[config.mk]
export PLATFORM = sky130hd
export DESIGN_NAME = flow_bucket_hash
export DESIGN_NICKNAME = d
export VERILOG_FILES = /design/src/rtl/flow_hash_pkg.sv /design/src/rtl/flow_word_pack.sv /design/src/rtl/flow_word_mix.sv /design/src/rtl/flow_bucket_hash.sv
export SDC_FILE = /design/constraint.sdc
export NUM_CORES = 1
export LEC_CHECK = 0
export BUFFER_PORTS_ARGS = -buffer_cell sky130_fd_sc_hd__buf_2
export CELL_PAD_IN_SITES_DETAIL_PLACEMENT = 0
export CELL_PAD_IN_SITES_GLOBAL_PLACEMENT = 1
export CORE_AREA = 2 2 195 197
export DETAILED_ROUTE_END_ITERATION = 8
export DIE_AREA = 0 0 197 199
export PLACE_DENSITY = 0.63
export SYNTH_ARGS = -nofsm -noshare
export SYNTH_HDL_FRONTEND = slang
export SYNTH_SLANG_ARGS = --single-unit
[constraint.sdc]
create_clock -name clk -period 3.55 [get_ports clk]
set_input_delay 0.1775 -clock clk [delete_from_list [all_inputs] [get_ports clk]]
set_output_delay 0.1775 -clock clk [all_outputs]
set_load 0.005 [all_outputs]
[src/rtl/flow_hash_pkg.sv]
package flow_hash_pkg;
    localparam int KIND_W = 3;
    localparam int WORD_W = 32;

    typedef enum logic [KIND_W-1:0] {
        FK_V4_ROUTE  = 3'd0,
        FK_V4_NAPT   = 3'd1,
        FK_V4_TUNNEL = 3'd2,
        FK_V6_3T     = 3'd3,
        FK_V6_5T     = 3'd4,
        FK_V6_TUNNEL = 3'd5,
        FK_SPARE     = 3'd6,
        FK_BRIDGE    = 3'd7
    } flow_kind_e;

    typedef struct packed {
        logic [WORD_W-1:0] a;
        logic [WORD_W-1:0] b;
        logic [WORD_W-1:0] c;
    } mix_words_t;
endpackage

[src/rtl/flow_word_pack.sv]
module flow_word_pack
    import flow_hash_pkg::*;
(
    input  logic [KIND_W-1:0]   kind,
    input  logic [WORD_W-1:0]   v4_src,
    input  logic [WORD_W-1:0]   v4_dst,
    input  logic [WORD_W-1:0]   v4_ports,
    input  logic [4*WORD_W-1:0] v6_src,
    input  logic [4*WORD_W-1:0] v6_dst,
    input  logic [WORD_W-1:0]   v6_ports,
    input  logic [31:0]         mac_dst_hi,
    input  logic [15:0]         mac_dst_lo,
    input  logic [31:0]         mac_src_hi,
    input  logic [15:0]         mac_src_lo,
    output mix_words_t          words,
    output logic                supported
);
    localparam int LANES = 4;

    logic [WORD_W-1:0] s_lane [LANES];
    logic [WORD_W-1:0] d_lane [LANES];

    for (genvar i = 0; i < LANES; i++) begin : g_lane
        assign s_lane[i] = v6_src[i*WORD_W +: WORD_W];
        assign d_lane[i] = v6_dst[i*WORD_W +: WORD_W];
    end

    always_comb begin
        words     = '0;
        supported = 1'b0;
        case (flow_kind_e'(kind))
            FK_V4_ROUTE, FK_V4_NAPT: begin
                words.a   = v4_ports;
                words.b   = v4_dst;
                words.c   = v4_src;
                supported = 1'b1;
            end
            FK_V6_3T, FK_V6_5T: begin
                words.a   = s_lane[3] ^ d_lane[3] ^ v6_ports;
                words.b   = s_lane[2] ^ d_lane[2] ^ d_lane[0];
                words.c   = s_lane[1] ^ d_lane[1] ^ s_lane[0];
                supported = 1'b1;
            end
            FK_BRIDGE: begin
                words.a   = {mac_src_hi[15:0], mac_src_lo};
                words.b   = {mac_dst_lo, mac_src_hi[31:16]};
                words.c   = mac_dst_hi;
                supported = 1'b1;
            end
            default: begin
                words     = '0;
                supported = 1'b0;
            end
        endcase
    end
endmodule

[src/rtl/flow_word_mix.sv]
module flow_word_mix
    import flow_hash_pkg::*;
#(
    parameter int IDX_W = 14
) (
    input  mix_words_t       words,
    output logic [IDX_W-1:0] idx
);
    localparam int ROT = 8;
    localparam int FOLD = 16;

    logic [WORD_W-1:0] sel;
    logic [WORD_W-1:0] rot;
    logic [WORD_W-1:0] mixed;
    logic [WORD_W-1:0] folded;

    always_comb begin
        sel    = (words.a & words.b) | (~words.a & words.c);
        rot    = {sel[WORD_W-ROT-1:0], sel[WORD_W-1:WORD_W-ROT]};
        mixed  = rot ^ words.a ^ words.b ^ words.c;
        folded = mixed ^ (mixed >> FOLD);
    end

    assign idx = folded[IDX_W-1:0];

    if (IDX_W < WORD_W) begin : g_trim
        logic unused_hi_bits;
        assign unused_hi_bits = ^folded[WORD_W-1:IDX_W];
    end
endmodule

[src/rtl/flow_bucket_hash.sv]
module flow_bucket_hash
    import flow_hash_pkg::*;
#(
    parameter int IDX_W = 14
) (
    input  logic                clk,
    input  logic                rst_n,
    input  logic                in_valid,
    input  logic [2:0]          in_kind,
    input  logic [31:0]         v4_src,
    input  logic [31:0]         v4_dst,
    input  logic [31:0]         v4_ports,
    input  logic [127:0]        v6_src,
    input  logic [127:0]        v6_dst,
    input  logic [31:0]         v6_ports,
    input  logic [31:0]         mac_dst_hi,
    input  logic [15:0]         mac_dst_lo,
    input  logic [31:0]         mac_src_hi,
    input  logic [15:0]         mac_src_lo,
    output logic                out_valid,
    output logic                out_ok,
    output logic [IDX_W-1:0]    out_index
);
    localparam logic [IDX_W-1:0] BAD_IDX = {IDX_W{1'b1}};

    typedef struct packed {
        logic             vld;
        logic             ok;
        logic [IDX_W-1:0] idx;
    } res_t;

    mix_words_t       words;
    logic             supported;
    logic [IDX_W-1:0] mix_idx;
    res_t             res_d;
    res_t             res_q;

    flow_word_pack u_pack (
        .kind       (in_kind),
        .v4_src     (v4_src),
        .v4_dst     (v4_dst),
        .v4_ports   (v4_ports),
        .v6_src     (v6_src),
        .v6_dst     (v6_dst),
        .v6_ports   (v6_ports),
        .mac_dst_hi (mac_dst_hi),
        .mac_dst_lo (mac_dst_lo),
        .mac_src_hi (mac_src_hi),
        .mac_src_lo (mac_src_lo),
        .words      (words),
        .supported  (supported)
    );

    flow_word_mix #(.IDX_W(IDX_W)) u_mix (
        .words (words),
        .idx   (mix_idx)
    );

    always_comb begin
        res_d     = res_q;
        res_d.vld = in_valid;
        if (in_valid) begin
            res_d.ok  = supported;
            res_d.idx = supported ? mix_idx : BAD_IDX;
        end
    end

    always_ff @(posedge clk) begin
        if (!rst_n) res_q <= '0;
        else        res_q <= res_d;
    end

    assign out_valid = res_q.vld;
    assign out_ok    = res_q.ok;
    assign out_index = res_q.idx;
endmodule

==> metrics.md, run 1 <==
| Metric | Value |
|---|---|
| Iter 0 DRT Violations | `511` |
| Grt ovf | `0` |
| CTS Hold Buffers Added | `0` |
| Avg Cell Area, Syn | `8.34 µm²` |
| Number of synthesized flops with an enable pin | `0` |
| Top Ports | `502` |
| Total GRT Usage | `0.152` |
| #FFs+latches synth | `16` |
| Status | `finished, final reports clean` |
| Top-area cell type share of the netlist area | `0.332` |
| Post-Layout Cell Count | `1,634` |
| Startpoint Class | `input pin` |
| Peak Freq | `0.360 GHz` |
| Synth Warn # | `0` |
| Max clock buf depth | `2` |
| DRC viols | `0` |
| # setup viols final | `0` |
| Fin. Hold Viols | `0` |
| Tcrit/Tclk final | `0.783` |
| Cell area after synthesis | `5670 µm²` |
| Post-route ant nets | `0` |
| WP data arrival | `2.93 ns` |
| Final WL | `31.9 mm` |
| Die X | `197 µm` |
| Top cell by count, worst path | `xnor2_1` |
| GP Congestion | `0.800` |
| # clock sinks | `16` |
| CP Capture Type | `register` |
| DRT Pass-1 Iters | `5` |
| Setup Buffers After CTS | `0` |
| # fillers | `4,179` |
| Top-count cell post-synth | `xnor2_1` |
| Worst EP required | `3.70 ns` |
| Worst-path cell chain | `buf_4 > and3b_4 > or2_4 > a222oi_1 > buf_4 > mux2i_1 > xnor2_1 > xnor2_1 > xnor2_1 > a21oi_1` |
| Placed cell count | `1,629` |
| Clk slew on worst S/H paths | `0.07 ns` |
| Area leader, netlist | `xnor2_1` |
| Power per cell area | `247 nW/µm²` |
| Initial antenna violation count | `7` |
| Mean number of vias per cell | `4.32` |
| Worst vdd ir | `0.156 mV` |
| Slew headroom | `0.504` |
| Worst path max stage delay | `0.65 ns` |
| Core area | `37,100 µm²` |
| Max Slew Vio Count | `0` |
| Synth-to-layout area growth | `56.2%` |
| Starting density of the core | `0.153` |
| Max-Cap Viols | `0` |
| Buf/Inv on CP | `2` |
| Row cnt | `71` |
| Ys flop type | `dfxtp_1` |
| First-pass GRT wire length | `42.9 mm` |
| Root buf cell | `clkbuf_16` |
| DR WL/cell | `19.5 µm` |
| Worst Skew | `0 ns` |
| Final setup TNS | `0 ns` |
| Area of the die | `39,200 µm²` |
| CTS buffer count | `3` |
| Syn Nets | `1,165` |
| Min Tclk post-route | `2.78 ns` |
| Crit Path Class | `in2reg` |
| Post-synthesis async set-or-reset flop share | `0` |
| Cell count after synthesis | `679` |
| Crit path max fanout | `41` |
| Slowest CP cell | `a222oi_1` |
| Vias in the first global route | `6,891` |
| Worst Max-Slew Pin Slew | `0.742 ns` |
| H-tree levels | `1` |
| Post_cts resized | `0` |
| Largest net degree at the start of global routing | `57` |
| Worst min path class | `in2reg` |
| Yosys cell types | `43` |
| Share of cells above drive strength 1 | `0.462` |
| Port bufs | `501` |
| Final Net Count | `1,646` |
| Clk_lat worst skew | `0.26 ns` |
| RSZ-0062 raised after global routing | `false` |
| Dpl hpwl | `28.1 mm` |
| Top cells by area, synth | `xnor2_1 (33%), mux2i_1 (8.5%), xor3_1 (7.1%)` |
| DR vias | `7,066` |
| Reg2Reg Setup Slack | `2.78 ns` |
| Static Leak | `4.13 nW` |
| Die Ht | `199 µm` |
| Synth top cells by count | `xnor2_1 (215), a21oi_1 (59), mux2i_1 (48)` |
| CP top delay family | `compound AO/OA/AOI/OAI gates` |
| CTS tree | `built` |
| Register area share after synthesis | `0.0565` |
-- power by group --
part / total, W / switching, W / internal [W] / leakage [nW]
logic: 0.00168 / 0.000799 / 0.000884 / 3.95
registers: 0.000231 / 0.0000195 / 0.000212 / 0.133
clock network: 0.000274 / 0.000102 / 0.000173 / 0.0442
-- final timing paths --
check,end,cells after the start,from
max reg2reg,out_index[11]$_SDFFE_PN0P_,2,out_index[11]$_SDFFE_PN0P_
max,out_index[5]$_SDFFE_PN0P_,10,in_kind[2]
min reg2reg,out_index[0]$_SDFFE_PN0P_,2,out_index[0]$_SDFFE_PN0P_
min,out_ok$_SDFFE_PN0P_,2,rst_n
-- sequential cells by signal, indices dropped and copies added, names as in the netlist --
register / count
out_ok: 1
out_index: 14
out_valid: 1
-- cell usage in the layout (no fill, tap or decap), types with 23 or more instances in the layout --
cell,synthesis,routed
xor2_1,26,26
a222oi_1,40,40
mux2i_1,48,48
buf_2,8,500
o22ai_1,33,33
o21ai_0,36,36
nand2_1,23,23
nor2b_1,30,29
a21oi_1,59,59
xnor2_1,215,215
-- stage by stage --
step / area, µm² / utilization / hold WS (ns) / setup slack (ns) / power, W
after global placement: 8760 / 0.236 / 0.504 / 0.550 / 0.00195
final: 8850 / 0.238 / 0.340 / 0.771 / 0.00219
after detailed placement: 8760 / 0.236 / 0.513 / 0.457 / 0.00195
after global routing: 8850 / 0.238 / 0.360 / 0.477 / 0.00237
after CTS: 8850 / 0.238 / 0.361 / 0.736 / 0.00224
after floorplan: 5670 / - / 0.316 / 1.23 / 0.00130
-- logic make-up after synthesis --
group                     share of synthesized area
buffers and inverters                        0.0369
AOI/OAI and AO/OA                             0.257
muxes                                        0.0888
xor gates and xnor gates                      0.484
DFF                                          0.0565
and+or+nand+nor                              0.0771
-- layout make-up --
| class | count | area (µm²) | share of cell area |
|---|---|---|---|
| Timing Repair Buffer | 519 | 2670 | 0.302 |
| Multi-Input combinational cell | 615 | 5160 | 0.583 |
| Clock buffer | 4 | 88.8 | 0.0100 |
| Antenna cell | 1 | 2.50 | 0.000283 |
| Sequential cell | 16 | 320 | 0.0362 |
| Inverter | 5 | 18.8 | 0.00212 |
| Tap cell | 474 | 593 | 0.0670 |
-- metal layers --
metal / share of wire / wire length [µm] / track usage / up-vias
met5: 0.00056 / 18 / 0 / -
met4: 0.015 / 465 / 0.0287 / 4
met3: 0.067 / 2150 / 0.0232 / 29
met2: 0.52 / 16600 / 0.292 / 380
met1: 0.40 / 12700 / 0.177 / 3179
li1: - / - / - / 3474
No activity file was read; power rests on OpenSTA's default activity.
==> run 2, diff against run 1 <==
CORE_AREA = 2 2 197 199   (was 2 2 195 197)
DIE_AREA = 0 0 199 201   (was 0 0 197 199)
PLACE_DENSITY = 0.64   (was 0.63)
clock period = 2.5 ns   (was 3.55 ns; I/O delays follow)
==> metrics.md, run 2 (synthesis gave the netlist of run 1 again) <==
| Metric | Value |
|---|---|
| Slew headroom | `0.521` |
| Most frequent cells in the layout | `buf_2 (500), xnor2_1 (215), buf_4 (70)` |
| Crit Path Class | `in2reg` |
| Min Tclk post-route | `2.33 ns` |
| Total GRT Usage | `0.151` |
| Initial antenna violation count | `5` |
| GP Congestion | `0.858` |
| # setup viols final | `0` |
| DR vias | `7,232` |
| Dpl cell area | `9350 µm²` |
| WP data arrival | `2.47 ns` |
| RSZ-0062 raised after global routing | `false` |
| Final Cell Area | `9460 µm²` |
| Vias in the first global route | `7,501` |
| Startpoint Class | `input pin` |
| Synth-to-layout area growth | `67.0%` |
| Top Ports | `502` |
| # fillers | `4,230` |
| Reg-to-Reg Start | `out_ok$_SDFFE_PN0P_` |
| CP Capture Type | `register` |
| Worst EP required | `2.65 ns` |
| Grt ovf | `0` |
| Max clock buf depth | `2` |
| DR WL/cell | `18.3 µm` |
| R2R depth | `2` |
| Die X | `199 µm` |
| Worst min path class | `in2reg` |
| Dpl hpwl | `28.7 mm` |
| Hold path cells | `2` |
| Status | `finished, final reports clean` |
| Starting density of the core | `0.149` |
| First-pass GRT wire length | `44.4 mm` |
| Post-route ant nets | `0` |
| Area of the die | `40,000 µm²` |
| Mean number of vias per cell | `4.15` |
| # clock sinks | `16` |
| H-tree levels | `1` |
| Clk slew on worst S/H paths | `0.07 ns` |
| Worst Max-Slew Pin Slew | `0.712 ns` |
| CTS buffer count | `3` |
| Row cnt | `72` |
| Reg2Reg Setup Slack | `1.80 ns` |
| Power per cell area | `348 nW/µm²` |
| Commonest non-fill, non-tap cell in the layout | `buf_2` |
| Static Leak | `4.44 nW` |
| Min-delay src | `rst_n` |
| Worst Skew | `0 ns` |
| Fin. Hold Viols | `0` |
| Peak Freq | `0.430 GHz` |
| Final Net Count | `1,706` |
| Max-Cap Viols | `0` |
| Tcrit/Tclk final | `0.930` |
| DRT Pass-1 Iters | `6` |
| Root buf cell | `clkbuf_16` |
| Final WL | `31.9 mm` |
| Port bufs | `501` |
| Max reg flops | `14` |
| Share of cells above drive strength 1 | `0.490` |
| DRC viols | `0` |
| Crit path max fanout | `19` |
| CTS tree | `built` |
| Largest net degree at the start of global routing | `63` |
| CTS Hold Buffers Added | `0` |
| Worst vdd ir | `0.154 mV` |
| Clk_lat worst skew | `0.26 ns` |
| Placed cell count | `1,733` |
| Post-Layout Cell Count | `1,741` |
| Max Slew Vio Count | `0` |
| Die Ht | `201 µm` |
| Hold endpoint | `out_ok$_SDFFE_PN0P_` |
| Iter 0 DRT Violations | `471` |
| Core area | `38,100 µm²` |
| Worst r2r dst | `out_ok$_SDFFE_PN0P_` |
run 2: cell types whose count changed in the layout (fill, tap and decap cells not counted), sizes merged:
cell,delta
buf,+60
diode,+3
run 2: power breakdown:
group          internal [W]  switching [W]  total [W]
sequential         0.000300      0.0000231   0.000323
combinational       0.00139        0.00119    0.00257
clock              0.000245       0.000150   0.000395
run 2: worst max-delay path by stage:
stage                                end       start  cells after the start
6_report       out_index[2]$_SDFFE_PN0P_  in_kind[0]                     11
5_1_grt        out_index[3]$_SDFFE_PN0P_  in_kind[0]                     10
4_1_cts        out_index[2]$_SDFFE_PN0P_  in_kind[0]                     11
3_5_place_dp   out_index[2]$_SDFFE_PN0P_  in_kind[0]                     11
3_3_place_gp   out_index[2]$_SDFFE_PN0P_  in_kind[0]                     11
2_1_floorplan  out_index[8]$_SDFFE_PN0P_  in_kind[2]                     11
run 2: critical path: stages:
cell and delay [ns]:
buf_2 0.17, and3b_4 0.21, or2_4 0.29, buf_12 0.17
a222oi_1 0.36, buf_4 0.25, mux2i_4 0.34, xnor2_1 0.17
xnor2_1 0.15, xnor2_1 0.13, a21oi_1 0.08
run 2: final cells by class:
cell class	count	area, µm²	share of cell area
tap	518	648	0.0685
multi-input combinational	615	5170	0.546
sequential	16	320	0.0338
antenna	4	10.0	0.00106
inverter	5	18.8	0.00198
clock buffer	4	88.8	0.00939
timing repair buffer	579	3210	0.339
run 2: what timing repair did:
item                                    CTS  global route
buffers inserted                          0             0
endpoints found under the setup margin    1             1
gates resized for setup                   1             1
pin swaps                                 0             0
run 2: per-stage QoR:
step | setup TNS, ns | setup slack [ns] | hold WS, ns | total power, W | util
5_1_grt | 0 | 0.0264 | 0.329 | 0.00358 | 0.248
2_1_floorplan | 0 | 0.235 | 0.263 | 0.00185 | -
6_report | 0 | 0.175 | 0.313 | 0.00329 | 0.248
3_5_place_dp | -0.400 | -0.338 | 0.512 | 0.00294 | 0.245
3_3_place_gp | -0.320 | -0.316 | 0.508 | 0.00293 | 0.245
4_1_cts | 0 | 0.0756 | 0.326 | 0.00337 | 0.248
run 2: layer usage:
layer  wire, µm  vias up  track usage
met3       2300       19       0.0195
met4        509        2       0.0322
met5         18        -            0
met2      16400      353        0.291
met1      12700     3264        0.176
li1           -     3594            -
==> run 3, diff against run 2 <==
ABC_AREA = 1   (was default)
CELL_PAD_IN_SITES_DETAIL_PLACEMENT = 1   (was 0)
CELL_PAD_IN_SITES_GLOBAL_PLACEMENT = 2   (was 1)
CORE_AREA = default   (was 2 2 197 199)
CORE_MARGIN = 2   (was default)
CORE_UTILIZATION = 16   (was default)
DIE_AREA = default   (was 0 0 199 201)
PLACE_DENSITY = 0.87   (was 0.64)
==> metrics.md, run 3 <==
| Metric | Value |
|---|---|
| Status | `finished, final reports clean` |
| Root buf cell | `clkbuf_16` |
| #FFs+latches synth | `16` |
| First-pass GRT wire length | `62.9 mm` |
| Synth Area in Adders | `0` |
| Power per cell area | `269 nW/µm²` |
| Area leader, netlist | `nand2_1` |
| Worst vdd ir | `0.179 mV` |
| Xor and xnor area share after synthesis | `0.0231` |
| CTS Hold Buffers Added | `0` |
| CP Capture Type | `register` |
| Slowest CP cell | `buf_4` |
| Worst Hold Slack | `0.236 ns` |
| Yosys cell types | `26` |
| GR Util met2 | `0.313` |
| Setup Buffers After CTS | `0` |
| Sw Pwr | `0.00152 W` |
| M3 GR Usage | `0.0215` |
| Max reg flops | `14` |
| DR WL/cell | `14.4 µm` |
| Share of cells above drive strength 1 | `0.251` |
| Total power draw | `0.00295 W` |
| Initial antenna violation count | `7` |
| Iter 0 DRT Violations | `353` |
| M1 GR Usage | `0.182` |
| Reg-to-Reg Start | `out_index[11]$_SDFFE_PN0P_` |
| Vias in the first global route | `12,500` |
| Ys flop type | `dfxtp_1` |
| Reg2Reg Setup Slack | `1.82 ns` |
| WP data arrival | `2.12 ns` |
| Cell count after synthesis | `1,694` |
| DRT Pass-1 Iters | `4` |
| Worst EP required | `2.67 ns` |
| Top cell by count, worst path | `nand2_1` |
| Largest net degree at the start of global routing | `46` |
| CTS buffer count | `3` |
| Worst path max stage delay | `0.44 ns` |
| Simple-Gate Fraction of Synth Area | `0.640` |
| Max clock buf depth | `2` |
| Synth top cells by count | `nand2_1 (774), inv_1 (359), nand3_1 (264)` |
| Worst Max-Slew Pin Slew | `0.820 ns` |
| Clock network power share | `0.134` |
| Total GRT Usage | `0.159` |
| Global-route layer with the greatest usage | `met2` |
| CP startpoint | `in_kind[1]` |
| Final setup TNS | `0 ns` |
| Area of the die | `49,200 µm²` |
| Die X | `222 µm` |
| Commonest non-fill, non-tap cell in the layout | `nand2_1` |
| CTS tree | `built` |
| Slew headroom | `0.452` |
| R2R depth | `4` |
| Worst-path cell chain | `buf_2 > nand2_1 > nor2_4 > buf_4 > a22oi_1 > nand2_1 > nand3_1 > nand3_1 > nand2_1 > nand2_1 > nand2_1 > nand2_1 > nand3_1 > nand2_1 > inv_1` |
| Worst r2r dst | `out_index[11]$_SDFFE_PN0P_` |
| Crit Path Class | `in2reg` |
| Gate power share | `0.761` |
| H-tree levels | `1` |
| Final WL | `40.3 mm` |
| Top-area cell type share of the netlist area | `0.382` |
| Number of synthesized flops with an enable pin | `0` |
| Clk_lat worst skew | `0.26 ns` |
| Clk slew on worst S/H paths | `0.07 ns` |
| DR vias | `11,900` |
| Port bufs | `501` |
| Static Leak | `7.47 nW` |
| Compound-Gate Fraction of Synth Area | `0.0876` |
| Min Tclk post-route | `1.95 ns` |
| Avg Cell Area, Syn | `4.48 µm²` |
| Register area share after synthesis | `0.0422` |
| Int Power | `0.00143 W` |
| Grt ovf | `0` |
| Row cnt | `79` |
| Top Ports | `502` |
| Max-Cap Viols | `0` |
| Top cells by area, synth | `nand2_1 (38%), inv_1 (18%), nand3_1 (17%)` |
| Max Slew Vio Count | `0` |
| # setup viols final | `0` |
| # clock sinks | `16` |
| Post-route ant nets | `0` |
| Min-delay src | `in_valid` |
| Die Ht | `222 µm` |
| Fin. Hold Viols | `0` |
| Tcrit/Tclk final | `0.780` |
| Peak Freq | `0.513 GHz` |
| Setup crit end | `out_index[11]$_SDFFE_PN0P_` |
| RSZ-0062 raised after global routing | `false` |
| Sequential power share | `0.106` |
| Cell area after synthesis | `7600 µm²` |
| Synth-to-layout area growth | `44.3%` |
| Dpl hpwl | `35.9 mm` |
| Switch share | `0.515` |
| Syn Nets | `2,180` |
| Post-synthesis async set-or-reset flop share | `0` |
| Startpoint Class | `input pin` |
| Mean number of vias per cell | `4.27` |
| Post-synthesis mux area share | `0` |
| GP Congestion | `0.850` |
| Crit path max fanout | `35` |
| Synth Warn # | `0` |
| Worst min path class | `in2reg` |
| Worst Skew | `0 ns` |
| Largest family of logic cells by synthesized area | `simple AND/OR/NAND/NOR gates` |
| Final Net Count | `2,670` |
| Post_cts resized | `0` |
| Most frequent cells in the layout | `nand2_1 (773), buf_2 (501), inv_1 (359)` |
| Core area | `46,800 µm²` |
| Top-count cell post-synth | `nand2_1` |
| Starting density of the core | `0.162` |
| DRC viols | `0` |
==> run 3: worst min path at each step <==
stage,to,slack [ns],cells after the start
6_report,out_index[7]$_SDFFE_PN0P_,0.24,3
5_1_grt,out_index[6]$_SDFFE_PN0P_,0.26,3
4_1_cts,out_index[7]$_SDFFE_PN0P_,0.23,3
3_5_place_dp,out_ok$_SDFFE_PN0P_,0.50,2
3_3_place_gp,out_ok$_SDFFE_PN0P_,0.48,2
2_1_floorplan,out_index[7]$_SDFFE_PN0P_,0.30,2
==> run 3: metal layers <==
layer / vias to the layer above / wire length [µm]
met5: - / 33
met4: 4 / 512
met3: 26 / 1940
met2: 304 / 21000
met1: 5461 / 16900
li1: 6151 / -
==> run 3: metrics by stage <==
step	cell area [µm²]	std cells	util	setup WS [ns]
detailed placement	10900	2786	0.232	0.198
global route	11000	2795	0.235	0.260
finish	11000	2795	0.235	0.550
CTS	11000	2790	0.234	0.506
global placement	10900	2786	0.232	0.319
floorplan	7600	1694	-	0.973
==> run 3: worst max-delay path, delay by kind of cell <==
family / cells / cell delay (ns)
buffers and inverters: 3 / 0.62
AO/OA/AOI/OAI: 1 / 0.12
AND/OR/NAND/NOR: 11 / 1.21
==> run 3: area by class of cell <==
class | instances | area (µm²)
multi-input cells | 1281 | 5720
diodes | 5 | 12.5
fillers | 6460 | 35800
flip-flops and latches | 16 | 320
inverters | 363 | 1360
clock buffers | 4 | 88.8
well taps | 607 | 759
repair buffers | 519 | 2710
==> run 3: power groups by stage <==
stage | Sequential, W | Combinational [W] | Clock [W]
6_report | 0.000312 | 0.00225 | 0.000395
5_1_grt | 0.000317 | 0.00261 | 0.000441
4_1_cts | 0.000312 | 0.00229 | 0.000430
3_5_place_dp | 0.000318 | 0.00229 | 0
3_3_place_gp | 0.000317 | 0.00218 | 0
2_1_floorplan | 0.000317 | 0.00134 | 0
==> run 3: logic make-up (layout without fill, tap and decap cells) <==
family                 after synthesis  count (layout)
AO/OA/AOI/OAI                      103             103
XOR/XNOR                            20              20
buffers and inverters              397             886
flip-flops                          16              16
other                                0               5
AND/OR/NAND/NOR                   1158            1158
